**config.mk**
```make
export PLATFORM = sky130hd
export DESIGN_NAME = uart_frame_tx
export DESIGN_NICKNAME = d
export VERILOG_FILES = /design/src/rtl/uart_tx_pkg.sv /design/src/rtl/uart_tx_tickdiv.sv /design/src/rtl/uart_tx_shifter.sv /design/src/rtl/uart_tx_ctrl.sv /design/src/rtl/uart_frame_tx.sv
export SDC_FILE = /design/constraint.sdc
export NUM_CORES = 1
export LEC_CHECK = 0
export BUFFER_PORTS_ARGS = -buffer_cell sky130_fd_sc_hd__buf_2
export CORE_MARGIN = 1.5
export CORE_UTILIZATION = 35
export DETAILED_ROUTE_END_ITERATION = 8
export PLACE_DENSITY = 0.55
export SYNTH_ARGS = -nofsm -noshare
export SYNTH_HDL_FRONTEND = slang
export SYNTH_SLANG_ARGS = --single-unit
export TNS_END_PERCENT = 100
```
**constraint.sdc**
```tcl
create_clock -name clk -period 2.4 [get_ports clk]
set_input_delay 0.48 -clock clk [delete_from_list [all_inputs] [get_ports clk]]
set_output_delay 0.48 -clock clk [all_outputs]
set_load 0.01 [all_outputs]
```
**src/rtl/uart_tx_pkg.sv**
```systemverilog
// Shared types for the frame transmitter: controller state and format word.
// Assumes a two-bit length code covering 5..8 data bits.
package uart_tx_pkg;

    localparam int LEN_CODE_W = 2;

    typedef enum logic [2:0] {
        ST_IDLE   = 3'd0,
        ST_START  = 3'd1,
        ST_DATA   = 3'd2,
        ST_PARITY = 3'd3,
        ST_STOP   = 3'd4
    } tx_state_e;

    typedef struct packed {
        logic [LEN_CODE_W-1:0] len_code;
        logic                  par_en;
        logic                  par_odd;
        logic                  two_stop;
    } tx_fmt_t;

endpackage

```
**src/rtl/uart_tx_tickdiv.sv**
```systemverilog
// Counts baud ticks within one bit period and flags the tick that ends the bit.
// Assumes clear_i is pulsed when a frame starts so every bit spans OVS ticks.
module uart_tx_tickdiv #(
    parameter int OVS = 16
) (
    input  logic clk,
    input  logic rst_n,
    input  logic clear_i,
    input  logic tick_i,
    output logic bit_done_o
);
    localparam int CW = (OVS > 1) ? $clog2(OVS) : 1;
    localparam logic [CW-1:0] LAST = CW'(OVS - 1);

    logic [CW-1:0] cnt_q;

    // Tick position inside the current bit.
    always_ff @(posedge clk) begin
        if (!rst_n) begin
            cnt_q <= '0;
        end else if (clear_i) begin
            cnt_q <= '0;
        end else if (tick_i) begin
            cnt_q <= (cnt_q == LAST) ? '0 : cnt_q + CW'(1);
        end
    end

    // Bit boundary on the final tick of the period.
    always_comb bit_done_o = tick_i && (cnt_q == LAST);

endmodule

```
**src/rtl/uart_tx_shifter.sv**
```systemverilog
// Holds the character being sent and shifts it out LSB first; computes the
// parity bit at load time over only the configured number of data bits.
// Assumes nbits_i and par_odd_i are valid in the load cycle.
module uart_tx_shifter #(
    parameter int DATA_W = 8,
    parameter int CNT_W  = 4
) (
    input  logic              clk,
    input  logic              rst_n,
    input  logic              load_i,
    input  logic [DATA_W-1:0] data_i,
    input  logic [CNT_W-1:0]  nbits_i,
    input  logic              par_odd_i,
    input  logic              shift_i,
    output logic              lsb_o,
    output logic              parity_o
);
    logic [DATA_W-1:0] mask;
    logic [DATA_W-1:0] sreg_q;
    logic              par_q;

    // Mask of the bit positions that belong to the character.
    for (genvar g = 0; g < DATA_W; g++) begin : g_mask
        assign mask[g] = (CNT_W'(g) < nbits_i);
    end

    // Load on frame start, shift right on each data-bit boundary.
    always_ff @(posedge clk) begin
        if (!rst_n) begin
            sreg_q <= '0;
            par_q  <= 1'b0;
        end else if (load_i) begin
            sreg_q <= data_i;
            par_q  <= (^(data_i & mask)) ^ par_odd_i;
        end else if (shift_i) begin
            sreg_q <= {1'b0, sreg_q[DATA_W-1:1]};
        end
    end

    // Current data bit and latched parity.
    always_comb begin
        lsb_o    = sreg_q[0];
        parity_o = par_q;
    end

endmodule

```
**src/rtl/uart_tx_ctrl.sv**
```systemverilog
// Frame sequencer: decides when to pop a character, latches the format for
// the frame and walks start, data, parity and stop bits on bit boundaries.
// Assumes start_ok_i already combines both enables with FIFO not empty.
module uart_tx_ctrl
    import uart_tx_pkg::*;
#(
    parameter int CNT_W    = 4,
    parameter int MIN_BITS = 5
) (
    input  logic      clk,
    input  logic      rst_n,
    input  logic      start_ok_i,
    input  logic      bit_done_i,
    input  tx_fmt_t   fmt_i,
    output tx_state_e state_o,
    output logic      pop_o,
    output logic      shift_o
);
    tx_state_e        state_q;
    tx_fmt_t          fmt_q;
    logic [CNT_W-1:0] bit_idx_q;
    logic             stop_idx_q;
    logic [CNT_W-1:0] nbits;
    logic             last_data;

    // Data-bit count of the latched format and last-bit detection.
    always_comb begin
        nbits     = CNT_W'(MIN_BITS) + CNT_W'(fmt_q.len_code);
        last_data = (bit_idx_q == nbits - CNT_W'(1));
        pop_o     = (state_q == ST_IDLE) && start_ok_i;
        shift_o   = (state_q == ST_DATA) && bit_done_i;
        state_o   = state_q;
    end

    // Frame state, bit index, stop index and latched format.
    always_ff @(posedge clk) begin
        if (!rst_n) begin
            state_q    <= ST_IDLE;
            fmt_q      <= '0;
            bit_idx_q  <= '0;
            stop_idx_q <= 1'b0;
        end else begin
            case (state_q)
                ST_IDLE: begin
                    if (start_ok_i) begin
                        state_q <= ST_START;
                        fmt_q   <= fmt_i;
                    end
                end
                ST_START: begin
                    if (bit_done_i) begin
                        state_q   <= ST_DATA;
                        bit_idx_q <= '0;
                    end
                end
                ST_DATA: begin
                    if (bit_done_i) begin
                        if (last_data) begin
                            state_q    <= fmt_q.par_en ? ST_PARITY : ST_STOP;
                            stop_idx_q <= 1'b0;
                        end else begin
                            bit_idx_q <= bit_idx_q + CNT_W'(1);
                        end
                    end
                end
                ST_PARITY: begin
                    if (bit_done_i) begin
                        state_q    <= ST_STOP;
                        stop_idx_q <= 1'b0;
                    end
                end
                ST_STOP: begin
                    if (bit_done_i) begin
                        if (fmt_q.two_stop && !stop_idx_q) begin
                            stop_idx_q <= 1'b1;
                        end else begin
                            state_q <= ST_IDLE;
                        end
                    end
                end
                default: state_q <= ST_IDLE;
            endcase
        end
    end

endmodule

```
**src/rtl/uart_frame_tx.sv**
```systemverilog
// Top of the frame transmitter: joins the sequencer, tick divider and shifter
// and drives the line from the current frame state.
// Assumes a show-ahead FIFO whose head data is valid while empty is low.
module uart_frame_tx
    import uart_tx_pkg::*;
#(
    parameter int DATA_W   = 8,
    parameter int MIN_BITS = 5,
    parameter int OVS      = 16
) (
    input  logic                  clk,
    input  logic                  rst_n,
    input  logic                  en_i,
    input  logic                  tx_en_i,
    input  logic [LEN_CODE_W-1:0] len_code_i,
    input  logic                  par_en_i,
    input  logic                  par_odd_i,
    input  logic                  two_stop_i,
    input  logic                  tick_i,
    input  logic                  fifo_empty_i,
    input  logic [DATA_W-1:0]     fifo_data_i,
    output logic                  fifo_pop_o,
    output logic                  line_o,
    output logic                  busy_o
);
    localparam int CNT_W = $clog2(DATA_W + 1);

    tx_fmt_t          fmt_in;
    tx_state_e        state;
    logic             start_ok;
    logic             pop;
    logic             shift;
    logic             bit_done;
    logic             data_bit;
    logic             par_bit;
    logic [CNT_W-1:0] nbits_in;

    // Gather format inputs and the start condition.
    always_comb begin
        fmt_in.len_code = len_code_i;
        fmt_in.par_en   = par_en_i;
        fmt_in.par_odd  = par_odd_i;
        fmt_in.two_stop = two_stop_i;
        start_ok        = en_i && tx_en_i && !fifo_empty_i;
        nbits_in        = CNT_W'(MIN_BITS) + CNT_W'(len_code_i);
    end

    uart_tx_ctrl #(
        .CNT_W    (CNT_W),
        .MIN_BITS (MIN_BITS)
    ) ctrl_i (
        .clk        (clk),
        .rst_n      (rst_n),
        .start_ok_i (start_ok),
        .bit_done_i (bit_done),
        .fmt_i      (fmt_in),
        .state_o    (state),
        .pop_o      (pop),
        .shift_o    (shift)
    );

    uart_tx_tickdiv #(
        .OVS (OVS)
    ) div_i (
        .clk        (clk),
        .rst_n      (rst_n),
        .clear_i    (pop),
        .tick_i     (tick_i),
        .bit_done_o (bit_done)
    );

    uart_tx_shifter #(
        .DATA_W (DATA_W),
        .CNT_W  (CNT_W)
    ) shf_i (
        .clk       (clk),
        .rst_n     (rst_n),
        .load_i    (pop),
        .data_i    (fifo_data_i),
        .nbits_i   (nbits_in),
        .par_odd_i (par_odd_i),
        .shift_i   (shift),
        .lsb_o     (data_bit),
        .parity_o  (par_bit)
    );

    // Line level per frame state; idle and stop bits are high.
    always_comb begin
        case (state)
            ST_START:  line_o = 1'b0;
            ST_DATA:   line_o = data_bit;
            ST_PARITY: line_o = par_bit;
            default:   line_o = 1'b1;
        endcase
        busy_o     = (state != ST_IDLE);
        fifo_pop_o = pop;
    end

endmodule

```
## Word level (Yosys, flattened, before mapping)

Cells that the tools add are included.

| storage, ports and cells | value |
|---|---|
| register bits after elaboration | 25 |
| bits of input ports | 19 |
| logic and storage cells | 82 |

| operators by class | value |
|---|---|
| add/sub/neg operators | 5 |
| order comparisons | 8 |
| eq/ne operators | 15 |
| mux-type cells | 23 |
| bitwise gates (word level) | 3 |
| reductions and logical operators | 19 |

Operators by type and width:

| cell | count |
|---|---|
| 2-to-1 mux 3 bit | 8 |
| less-than comparator 3 x 4 -> 1 bit (first input constant) | 4 |
| 2-to-1 mux 4 bit | 4 |
| 2-to-1 mux 8 bit | 2 |
| one-hot mux 3 bit (5 select lines) | 1 |
| != test 2 x 1 -> 1 bit (second input constant) | 7 |
| adder 3 x 2 -> 4 bit (first input constant) | 2 |
| adder 4 x 1 -> 4 bit (second input constant) | 2 |
| AND 8 bit | 1 |
| less-than comparator 1 x 4 -> 1 bit (first input constant) | 2 |
| less-than comparator 2 x 4 -> 1 bit (first input constant) | 2 |
| one-hot mux 4 bit (2 select lines) | 1 |
| parity 8 bit | 1 |
| AND reduction 7 bit | 1 |
| == test 3 x 2 -> 1 bit (second input constant) | 2 |
| logical AND 1 bit | 6 |
| one-hot mux 1 bit (3 select lines) | 2 |
| AND reduction 6 bit | 1 |
| nonzero test 3 bit | 2 |
| 2-to-1 mux 1 bit | 5 |
| == test 4 bit | 1 |
| == test 4 bit (second input constant) | 1 |
| != test 2 bit (second input constant) | 2 |
| AND reduction 4 bit | 1 |
| other kinds (10) | 12 |

## Depth between registers and ports, before layout

Gate-level depths: netlist (run 1).

| depth | value |
|---|---|
| depth in word-level cells | 6 |
| mapped depth | 6 |
| gate-level depth less buffers | 5 |

## Hierarchy

Synthesis (run 1) repeated with hierarchy kept, for this count alone.

| second synthesis, totals | value |
|---|---|
| cells, all modules | 182 |
| area, all modules | 1467.7 µm² |

By module, submodules not included:

| module | instances | cells an instance | area each (µm²) | sequential area each (µm²) |
|---|---|---|---|---|
| uart_tx_ctrl | 1 | 80 | 660.6 | 240.2 |
| uart_tx_shifter | 1 | 69 | 559.3 | 180.2 |
| uart_tx_tickdiv | 1 | 23 | 191.4 | 80.1 |
| uart_frame_tx | 1 | 10 | 56.3 | 0.0 |

## Worst setup path after synthesis (run 1)

OpenSTA, ideal clock, no wires.

| timing | value |
|---|---|
| path type | reg2reg |
| start | register div_i.cnt_q[0] |
| end | register ctrl_i.bit_idx_q[3] |
| data arrival time | 1637 ps |
| data required time | 2326 ps |
| slack | 689 ps |
| stages on the path, launching flop included | 7 |
| buffers on the path | 1 |
| cells stage by stage | dfxtp_1 > ha_1 > and4_1 > buf_4 > nand2_4 > or4_1 > a31oi_1 |

| between the ends | value |
|---|---|
| cells in the longest elaborated chain, start to end | 4 |

RTL lines:

| element | line | RTL |
|---|---|---|
| start, declared | uart_tx_tickdiv.sv:15 | `logic [CW-1:0] cnt_q;` |
| start signal, assigned | uart_tx_tickdiv.sv:24 | `cnt_q <= (cnt_q == LAST) ? '0 : cnt_q + CW'(1);` |
| == test 4 bit * | uart_tx_tickdiv.sv:29 | `always_comb bit_done_o = tick_i && (cnt_q == LAST);` |
| logical AND 1 bit * | uart_tx_tickdiv.sv:29 |  |
| != test 2 x 1 -> 1 bit (no source line) | -- |  |
| AND reduction 4 bit (no source line) * | -- |  |
| end signal, assigned | uart_tx_ctrl.sv:62 | `bit_idx_q <= bit_idx_q + CNT_W'(1);` |
| end, declared | uart_tx_ctrl.sv:21 | `logic [CNT_W-1:0] bit_idx_q;` |

Mark *: on every way between the ends. The rest lies on a longest branch, timed or not.
A chain may end at the register's enable or synchronous reset.

## Worst setup path in the final report (run 1)

| timing | value |
|---|---|
| start | register ctrl_i.state_q[2] (netlist: ctrl_i.state_o[2]) |
| end | output port fifo_pop_o |

| between the ends | value |
|---|---|
| cells in the longest elaborated chain, start to end | 2 |

RTL lines:

| element | line | RTL |
|---|---|---|
| start, declared | uart_tx_ctrl.sv:19 | `tx_state_e state_q;` |
| start signal, assigned | uart_tx_ctrl.sv:59 | `state_q <= fmt_q.par_en ? ST_PARITY : ST_STOP;` |
| logical NOT 3 bit | uart_tx_ctrl.sv:30 | `pop_o = (state_q == ST_IDLE) && start_ok_i;` |
| logical AND 1 bit | uart_tx_ctrl.sv:30 |  |
| end, declared | uart_frame_tx.sv:22 | `output logic fifo_pop_o,` |

Every way passes these cells.

==> results.yml, run 1 <==
worst_setup_path:
  slowest_delay_ns: 0.43
  r2r-start: "div_i.cnt_q[0]$_SDFFE_PP0P_"
  critPathMaxFanout: 21
  worst_ep_arrival_time_ns: 1.79
  worstPathCellList: "or3_4, or2_4, inv_2, buf_2"
  reg2reg_depth: 5
  endpoint_kind: "output port"
  rrSetupSlack_ns: 0.47
  path_buf_inv: 2
  slowest_stage: "dfxtp_1"
  start_kind: "flip-flop"
  worst_r2r_endpoint: "ctrl_i.bit_idx_q[1]$_SDFFE_PN0P_"
  critical_path.top_delay_family: "simple AND/OR/NAND/NOR gates"
  path_class: "reg -> out"
  cp_data_required_time_ns: 1.92
sta:
  tightest_slew_ns: 0.615
  hold_slack_ns: 0.459
  finalCriticalPeriod_ns: 2.27
  fmax_mhz: 441
  max_slew_margin_pct: 58.6
  final_max_slew_viol_count: 0
  fin_ws_ns: 0.133
  setup_viol: 0
  period_share_pct: 94.4
  fin_tns_setup_ns: 0
  finClkSkew_ns: 0.00144
  hold_viol: 0
  rsz0062_at_grt: "false"
place:
  post-place-cells: 240
  place_congestion: 0.755
  post_dp_cell_area_um2: 1580
  portBuffers: 21
  place_ws_ns: 0.439
  hpwlAfterDp_mm: 2.54
grt:
  grt_max_degree: 22
  grt_usage_pct: 16.5
  antenna_found_initial: 0
  grt_pass1_vias: 1269
  grt_pass1_wl_mm: 5.64
  overflow: 0
layout:
  layout-drive-gt1-share_pct: 18.6
  antenna_cells: 0
  fin_cells: 244
  fin_area_um2: 1630
  area_growth_syn_to_layout_pct: 12.7
  utilization_pct: 41.0
  nets: 216
  fillers: 413
route:
  dr.max_layer_used: "met4"
  via_count: 1332
  wl_met1_mm: 1.51
  via_per_inst: 5.46
  drtAntennaViolNets: 0
  dr_wl_met3_um: 96
  drc: 0
  drtIter0Drc: 98
  post_drt_wl_per_cell_um: 13.8
  met2_wirelength_mm: 1.69
  drt-pass1-iter-count: 4
  drt_wl_total_mm: 3.36
cts:
  numClockSinks: 25
  cts_setup_buffers: 0
  post_cts_resized: 0
  cts_hold_buf: 0
  cts_root_buf: "clkbuf_8"
  cts_buffers: 3
  clk-insertion-delay-late_ns: 0.26
  clockBufferDepth: 2
  htreeDepth: 1
  cts_tree: "yes"
  cts.clk_slew.worst_paths_ns: 0.08
synthesis:
  yosysMostFrequentCell: "nand2_1"
  synth_top_family_by_area: "simple AND/OR/NAND/NOR gates"
  synth-edff-count: 0
  synth_compound_area_share_pct: 19.3
  async_flop_share_pct: 0
  synth_ff_type: "dfxtp_1"
  synthSimpleGateAreaFrac_pct: 30.3
  ys_seq_area_share_pct: 34.7
  synth_seq_cells: 25
  synth.avg_cell_area_um2: 8.29
  synth-xor-area-share_pct: 7.03
  synth.distinct_cells: 52
  synth_top_area_share_pct: 34.7
  synth_mux_area_share_pct: 2.08
  synthCells: 174
  yosys_warnings: 0
  synth_common_cells: "nand2_1 (30), dfxtp_1 (25), nor2_1 (15)"
  synth_fa_ha_area_share_pct: 1.73
  synthTopCellsByArea: "dfxtp_1 (35%), nand2_1 (7.8%), a311oi_1 (4.9%)"
  syn_area_um2: 1440
  yosysTopAreaCell: "dfxtp_1"
  syn-num-nets: 195
worst_hold_path:
  hold_path.startpoint: "par_en_i"
  holdPathStages: 3
  holdPathEnd: "ctrl_i.fmt_q[2]$_SDFFE_PN0P_"
  hp-class: "in -> reg"
floorplan:
  core_um2: 3970
  die_x_um: 67.2
  start_util_pct: 36.3
  fp.dieArea_um2: 4520
  ios: 22
  row_count: 23
  die_y_um: 67.2
power_and_ir_drop:
  ir_worst_vdd_uv: 366
  p_per_area_nw_per_um2: 480
  p_total_uw: 781
  leakagePower_nw: 0.627
run:
  cap_violations: 0
status:
  outcome: "finished, final reports clean"
## state kept, by name, indices dropped and copies added (netlist names)
signal,flops
shf_i.sreg_q,8
ctrl_i.bit_idx_q,4
ctrl_i.fmt_q,4
div_i.cnt_q,4
ctrl_i.state_o,3
ctrl_i.stop_idx_q,1
shf_i.parity_o,1
## where the power goes
group | switching [mW] | internal [mW] | total [mW]
registers | 0.00932 | 0.427 | 0.436
clock network | 0.130 | 0.119 | 0.249
logic | 0.0473 | 0.0487 | 0.0959
## worst min-delay path, delay by kind of cell
kind	cells	cell delay, ns
AOI/OAI and AO/OA	1	0.05
buffers and inverters	1	0.11
and+or+nand+nor	1	0.05
## cell families (layout without fill, tap and decap cells)
group / Yosys count / count (layout)
AO/OA/AOI/OAI: 42 / 42
XOR/XNOR: 10 / 10
adder cells (fa/ha/maj): 2 / 2
buffers and inverters: 13 / 33
flip-flops: 25 / 25
multiplexers: 3 / 3
AND/OR/NAND/NOR: 79 / 79
## worst max-delay path by stage
stage / startpoint / to / slack (ns) / cells after the start
6_report: ctrl_i.state_o[2]$_SDFFE_PN0P_ / fifo_pop_o / 0.13 / 4
3_3_place_gp: ctrl_i.state_o[2]$_SDFFE_PN0P_ / fifo_pop_o / 0.48 / 4
2_1_floorplan: div_i.cnt_q[0]$_SDFFE_PP0P_ / ctrl_i.bit_idx_q[3]$_SDFFE_PN0P_ / 0.69 / 6
4_1_cts: ctrl_i.state_o[2]$_SDFFE_PN0P_ / fifo_pop_o / 0.13 / 4
5_1_grt: ctrl_i.state_o[2]$_SDFFE_PN0P_ / fifo_pop_o / 0.06 / 4
3_5_place_dp: ctrl_i.state_o[2]$_SDFFE_PN0P_ / fifo_pop_o / 0.44 / 4
## cell usage in the layout (no fill, tap or decap), types with 2 or more instances in the layout
| cell | n |
|---|---|
| nand2_1 | 30 |
| dfxtp_1 | 25 |
| buf_2 | 21 |
| nor2_1 | 15 |
| a21oi_1 | 12 |
| a311oi_1 | 8 |
| o21ai_0 | 7 |
| nand3_1 | 5 |
| xnor2_1 | 5 |
| xor2_1 | 4 |
| nor3b_1 | 3 |
| inv_1 | 3 |
| mux2i_1 | 3 |
| nor3_1 | 3 |
| nor2b_1 | 3 |
| clkbuf_8 | 3 |
| buf_4 | 3 |
| or3_4 | 2 |
| nand3b_1 | 2 |
| o211ai_1 | 2 |
| a21boi_0 | 2 |
| or3_1 | 2 |
| ha_1 | 2 |
## cell type report
| class | instances | area (um^2) | share of cell area (%) |
|---|---|---|---|
| clock buffer | 4 | 45.0 | 2.77 |
| inverter | 5 | 18.8 | 1.15 |
| multi-input combinational | 136 | 872 | 53.6 |
| sequential | 25 | 500 | 30.8 |
| tap | 50 | 62.6 | 3.85 |
| timing repair buffer | 24 | 128 | 7.85 |
## routing by layer
metal  up-vias  GRT usage (%)
met5         -              0
met4         0           4.85
met3         6           4.00
met2        23           28.2
met1       640           20.5
li1        663              -
(Power assumes the default switching activity.)
==> inputs of run 2 (changes only) <==
==> constraint.sdc (replaced) <==
create_clock -name clk -period 2.83 [get_ports clk]
set_input_delay 0.566 -clock clk [delete_from_list [all_inputs] [get_ports clk]]
set_output_delay 0.566 -clock clk [all_outputs]
set_load 0.01 [all_outputs]
==> run 2 against run 1 <==
Against the previous run:
- sequential cell count unchanged
- via count decreased by 3.8%
- total power decreased by 16%
- cell count down 0.82%
- first-iteration DRC count down 28%
- setup slack improved by 0.32 ns
- utilization down 0.35 points
- sequential power shrank 15%
- clock-buffer cell count decreased by 1
- clock skew grew 0.0039 ns
- register-to-register slack gained 0.43 ns
- largest cell class unchanged
==> results.yml, run 2 (synthesis results as in run 1) <==
cts:
  cts_buffers: 3
  htreeDepth: 1
  cts.clk_slew.worst_paths_ns: 0.09
  cts_hold_buf: 0
  numClockSinks: 25
  cts_tree: "yes"
  clk-insertion-delay-late_ns: 0.27
  cts_root_buf: "clkbuf_8"
  clockBufferDepth: 2
  post_cts_resized: 0
  cts_setup_buffers: 0
sta:
  finalCriticalPeriod_ns: 2.38
  finClkSkew_ns: 0.00534
  tightest_slew_ns: 0.594
  fin_ws_ns: 0.454
  rsz0062_at_grt: "false"
  fin_tns_setup_ns: 0
  final_max_slew_viol_count: 0
  period_share_pct: 84.0
  hold_viol: 0
  setup_viol: 0
  max_slew_margin_pct: 60.0
  fmax_mhz: 421
floorplan:
  fp.dieArea_um2: 4520
  start_util_pct: 36.3
  ios: 22
  core_um2: 3970
  die_x_um: 67.2
  die_y_um: 67.2
  row_count: 23
worst_setup_path:
  slowest_stage: "dfxtp_1"
  path_buf_inv: 2
  r2r-start: "div_i.cnt_q[0]$_SDFFE_PP0P_"
  rrSetupSlack_ns: 0.90
  endpoint_kind: "output port"
  cp_data_required_time_ns: 2.26
  slowest_delay_ns: 0.46
  path_class: "reg -> out"
  critPathMaxFanout: 21
  critical_path.top_delay_family: "simple AND/OR/NAND/NOR gates"
  worstPathCellList: "or3_4, or2_4, inv_2, buf_2"
  worst_r2r_endpoint: "ctrl_i.bit_idx_q[1]$_SDFFE_PN0P_"
  worst_ep_arrival_time_ns: 1.81
  start_kind: "flip-flop"
  reg2reg_depth: 5
place:
  post-place-cells: 238
  place_ws_ns: 0.759
  portBuffers: 21
  hpwlAfterDp_mm: 2.52
  place_congestion: 0.788
layout:
  final_cell_mix: "nand2_1 (30), dfxtp_1 (25), buf_2 (21)"
  nets: 214
  multiInputGateArea_um2: 872
  fin_cells: 242
  layout_commonest_cell: "nand2_1"
  layout-drive-gt1-share_pct: 18.2
  seq_area_um2: 500
  largest_reg_flops: 8
  antenna_cells: 0
  regMostFlops: "shf_i.sreg_q"
  area_growth_syn_to_layout_pct: 11.8
  fillers: 419
worst_hold_path:
  holdPathEnd: "shf_i.sreg_q[7]$_SDFFE_PN0P_"
  hp-class: "reg -> reg"
  hold_path.startpoint: "shf_i.sreg_q[7]$_SDFFE_PN0P_"
  holdPathStages: 2
route:
  drc: 0
  drtAntennaViolNets: 0
  drt-pass1-iter-count: 4
  drtIter0Drc: 71
  drt_wl_total_mm: 3.24
  via_count: 1282
  via_per_inst: 5.30
  post_drt_wl_per_cell_um: 13.4
grt:
  grt_pass1_vias: 1134
  antenna_found_initial: 0
  overflow: 0
  grt_max_degree: 22
  grt_pass1_wl_mm: 5.14
  grt_usage_pct: 15.1
run:
  cap_violations: 0
power_and_ir_drop:
  leakagePower_nw: 0.619
  p_per_area_nw_per_um2: 408
  ir_worst_vdd_uv: 198
status:
  outcome: "finished, final reports clean"
-- run 2: worst register-to-register path, stage by stage (launching register included) --
cell	delay, ns
dfxtp_1	0.41
ha_1	0.28
nand4_2	0.23
or3_4	0.45
or3_1	0.35
a21oi_1	0.14
-- run 2: cell type report --
cell class                      count  share of cell area (%)
Timing Repair Buffer               22                    6.98
Clock buffer                        3                    2.56
Inverter                            5                    1.16
Multi-Input combinational cell    136                    54.1
Tap cell                           50                    3.88
Clock inverter                      1                   0.310
Sequential cell                    25                    31.0
-- run 2: worst max path at each step --
stage / start / endpoint / slack, ns / cells after the start
after floorplan: ctrl_i.state_o[2]$_SDFFE_PN0P_ / fifo_pop_o / 1.03 / 4
after global placement: ctrl_i.state_o[0]$_SDFFE_PN0P_ / fifo_pop_o / 0.79 / 4
after detailed placement: ctrl_i.state_o[0]$_SDFFE_PN0P_ / fifo_pop_o / 0.76 / 4
after CTS: ctrl_i.state_o[0]$_SDFFE_PN0P_ / fifo_pop_o / 0.45 / 4
after global routing: ctrl_i.state_o[0]$_SDFFE_PN0P_ / fifo_pop_o / 0.36 / 4
final: ctrl_i.state_o[0]$_SDFFE_PN0P_ / fifo_pop_o / 0.45 / 4
-- run 2: power by group --
group	leakage (nW)	switching [mW]	internal [mW]
sequential	0.203	0.00865	0.362
combinational	0.391	0.0388	0.0411
clock	0.0255	0.109	0.0984
total	0.619	0.157	0.502
-- run 2: metal layers --
layer	wire length (um)	up-vias	track usage (%)
met5	0	-	0
met4	17	0	3.06
met3	120	2	4.17
met2	1650	16	26.4
met1	1450	605	18.4
li1	-	659	-
-- run 2: per-stage QoR --
step           hold WS (ns)  power [mW]  util, %  cell area, um^2
6_report              0.474       0.658     40.6             1610
5_1_grt               0.490       0.692     40.6             1610
4_1_cts               0.470       0.670     40.6             1610
3_5_place_dp          0.458       0.459     39.4             1570
3_3_place_gp          0.457       0.457     39.4             1570
2_1_floorplan         0.448       0.431        -             1440
==> inputs of run 3 (changes only) <==
--- a/config.mk
+++ b/config.mk
@@ -9,7 +9,7 @@
 export CORE_MARGIN = 1.5
 export CORE_UTILIZATION = 35
 export DETAILED_ROUTE_END_ITERATION = 8
-export PLACE_DENSITY = 0.55
+export PLACE_DENSITY = 0.56
 export SYNTH_ARGS = -nofsm -noshare
 export SYNTH_HDL_FRONTEND = slang
 export SYNTH_SLANG_ARGS = --single-unit
==> constraint.sdc (replaced) <==
create_clock -name clk -period 2 [get_ports clk]
set_input_delay 0.4 -clock clk [delete_from_list [all_inputs] [get_ports clk]]
set_output_delay 0.4 -clock clk [all_outputs]
set_load 0.01 [all_outputs]
==> run 3 against run 2 <==
Against the previous run:
- sequential share of layout area shrank 0.72 points
- utilization grew 1.2 points
- hold slack lost 0.12 ns
- register-to-register slack lost 0.76 ns
- clock-buffer cell count is the same
- die area is the same
- largest cell class unchanged
- global-route usage grew 0.97 points
- total power grew 46%
- via count grew 2.7%
==> results.yml, run 3 (synthesis results as in run 1) <==
status:
  outcome: "finished, final reports clean"
grt:
  grt_pass1_vias: 1200
  overflow: 0
  use_met2_pct: 28.1
  met3_usage_pct: 2.83
  use_met1_pct: 19.5
  antenna_found_initial: 0
  grt_usage_pct: 16.0
  grt_max_degree: 21
  grt_pass1_wl_mm: 5.43
  grt-busiest-layer: "met2"
worst_setup_path:
  r2r-start: "div_i.cnt_q[0]$_SDFFE_PP0P_"
  path_depth: 4
  cp_data_required_time_ns: 1.60
  slowest_stage: "or3_4"
  path_class: "reg -> out"
  slowest_delay_ns: 0.38
  worst_r2r_endpoint: "ctrl_i.bit_idx_q[3]$_SDFFE_PN0P_"
  critical_path.top_delay_family: "simple AND/OR/NAND/NOR gates"
  start_kind: "flip-flop"
  crit_end: "fifo_pop_o"
  endpoint_kind: "output port"
  critPathMaxFanout: 8
  crit_start: "ctrl_i.state_o[2]$_SDFFE_PN0P_"
  worst_ep_arrival_time_ns: 1.53
  path_buf_inv: 2
  reg2reg_depth: 5
  worstPathCellList: "or3_4, or2_4, inv_4, buf_2"
  rrSetupSlack_ns: 0.14
route:
  post_drt_wl_per_cell_um: 13.0
  drt-pass1-iter-count: 4
  drtIter0Drc: 51
  drc: 0
  via_per_inst: 5.33
  via_count: 1317
  drt_wl_total_mm: 3.21
  drtAntennaViolNets: 0
floorplan:
  start_util_pct: 36.3
  die_y_um: 67.2
  fp.dieArea_um2: 4520
  die_x_um: 67.2
  ios: 22
  core_um2: 3970
  row_count: 23
cts:
  cts.clk_slew.worst_paths_ns: 0.10
  htreeDepth: 1
  clk-insertion-delay-late_ns: 0.28
  cts_buffers: 3
  cts_setup_buffers: 0
  cts_root_buf: "clkbuf_8"
  clockBufferDepth: 2
  cts_tree: "yes"
  numClockSinks: 25
sta:
  period_share_pct: 96.5
  hold_viol: 0
  hold_slack_ns: 0.353
  final_max_slew_viol_count: 0
  rsz0062_at_grt: "false"
  finalCriticalPeriod_ns: 1.93
  fmax_mhz: 518
  tightest_slew_ns: 0.565
  max_slew_margin_pct: 62.0
  setup_viol: 0
  fin_tns_setup_ns: 0
  finClkSkew_ns: 0.00665
place:
  portBuffers: 21
  hpwlAfterDp_mm: 2.48
  place_congestion: 0.822
layout:
  final_cell_mix: "nand2_1 (30), dfxtp_1 (23), buf_2 (21)"
  utilization_pct: 41.8
  regMostFlops: "shf_i.sreg_q"
  antenna_cells: 0
  nets: 219
  largest_reg_flops: 8
  area_growth_syn_to_layout_pct: 15.0
  layout-drive-gt1-share_pct: 21.8
  fillers: 418
  layout_commonest_cell: "nand2_1"
power_and_ir_drop:
  ir_worst_vdd_uv: 366
  p_per_area_nw_per_um2: 579
  sw_frac_of_total_pct: 25.7
  p_total_uw: 960
  p_int_uw: 714
  leakagePower_nw: 0.641
  pwr-share-clk_pct: 33.5
  pwr-share-seq_pct: 54.5
  p_switching_uw: 247
  power_frac_comb_pct: 12.0
worst_hold_path:
  hp-class: "in -> reg"
run:
  cap_violations: 0
## run 3: worst min-delay path by stage
stage                     slack (ns)                            to                         start  cells after the start
final                           0.35  ctrl_i.fmt_q[0]$_SDFFE_PN0P_                    two_stop_i                      3
after detailed placement        0.47  shf_i.sreg_q[7]$_SDFFE_PN0P_  shf_i.sreg_q[7]$_SDFFE_PN0P_                      2
after CTS                       0.35  ctrl_i.fmt_q[0]$_SDFFE_PN0P_                    two_stop_i                      3
after global placement          0.47  shf_i.sreg_q[7]$_SDFFE_PN0P_  shf_i.sreg_q[7]$_SDFFE_PN0P_                      2
after floorplan                 0.45  ctrl_i.fmt_q[3]$_SDFFE_PN0P_  ctrl_i.fmt_q[3]$_SDFFE_PN0P_                      2
after global routing            0.37  ctrl_i.fmt_q[4]$_SDFFE_PN0P_                 len_code_i[1]                      3
## run 3: timing repair
action / 4_1_cts / 5_1_grt
gates resized for setup: 1 / 3
hold buffers: 0 / 0
cloned: 0 / 0
endpoints found under the setup margin: 1 / 2
## run 3: power groups by stage
stage | Combinational, mW | Sequential (mW) | Clock, mW
4_1_cts | 0.116 | 0.523 | 0.331
2_1_floorplan | 0.0785 | 0.532 | 0
3_3_place_gp | 0.114 | 0.534 | 0
5_1_grt | 0.128 | 0.525 | 0.350
3_5_place_dp | 0.115 | 0.535 | 0
6_report | 0.115 | 0.523 | 0.322
## run 3: metal layers
layer,routed length [um],vias up
li1,-,677
met3,96,5
met5,0,-
met2,1610,21
met4,55,0
met1,1450,614
## run 3: worst register-to-register path: stages, from the launching register on
cell and delay [ns]:
dfxtp_1 0.41, ha_1 0.27, and4_2 0.33, nand2_4 0.11, or4_1 0.51, a31oi_1 0.17
## run 3: layout make-up
cell class / count / area (um^2) / share of cell area, %
clock inverters: 1 / 7.51 / 0.452
multi-input cells: 136 / 873 / 52.6
repair buffers: 27 / 150 / 9.05
well taps: 50 / 62.6 / 3.77
clock buffers: 3 / 41.3 / 2.49
flip-flops and latches: 25 / 503 / 30.3
inverters: 5 / 21.3 / 1.28
## run 3: through the flow
stage	setup WS [ns]	cell area, um^2	instances
final	0.0694	1660	247
after global routing	0.0130	1660	247
after CTS	0.00390	1650	247
after detailed placement	0.119	1600	243
after global placement	0.195	1600	243
after floorplan	0.289	1440	174
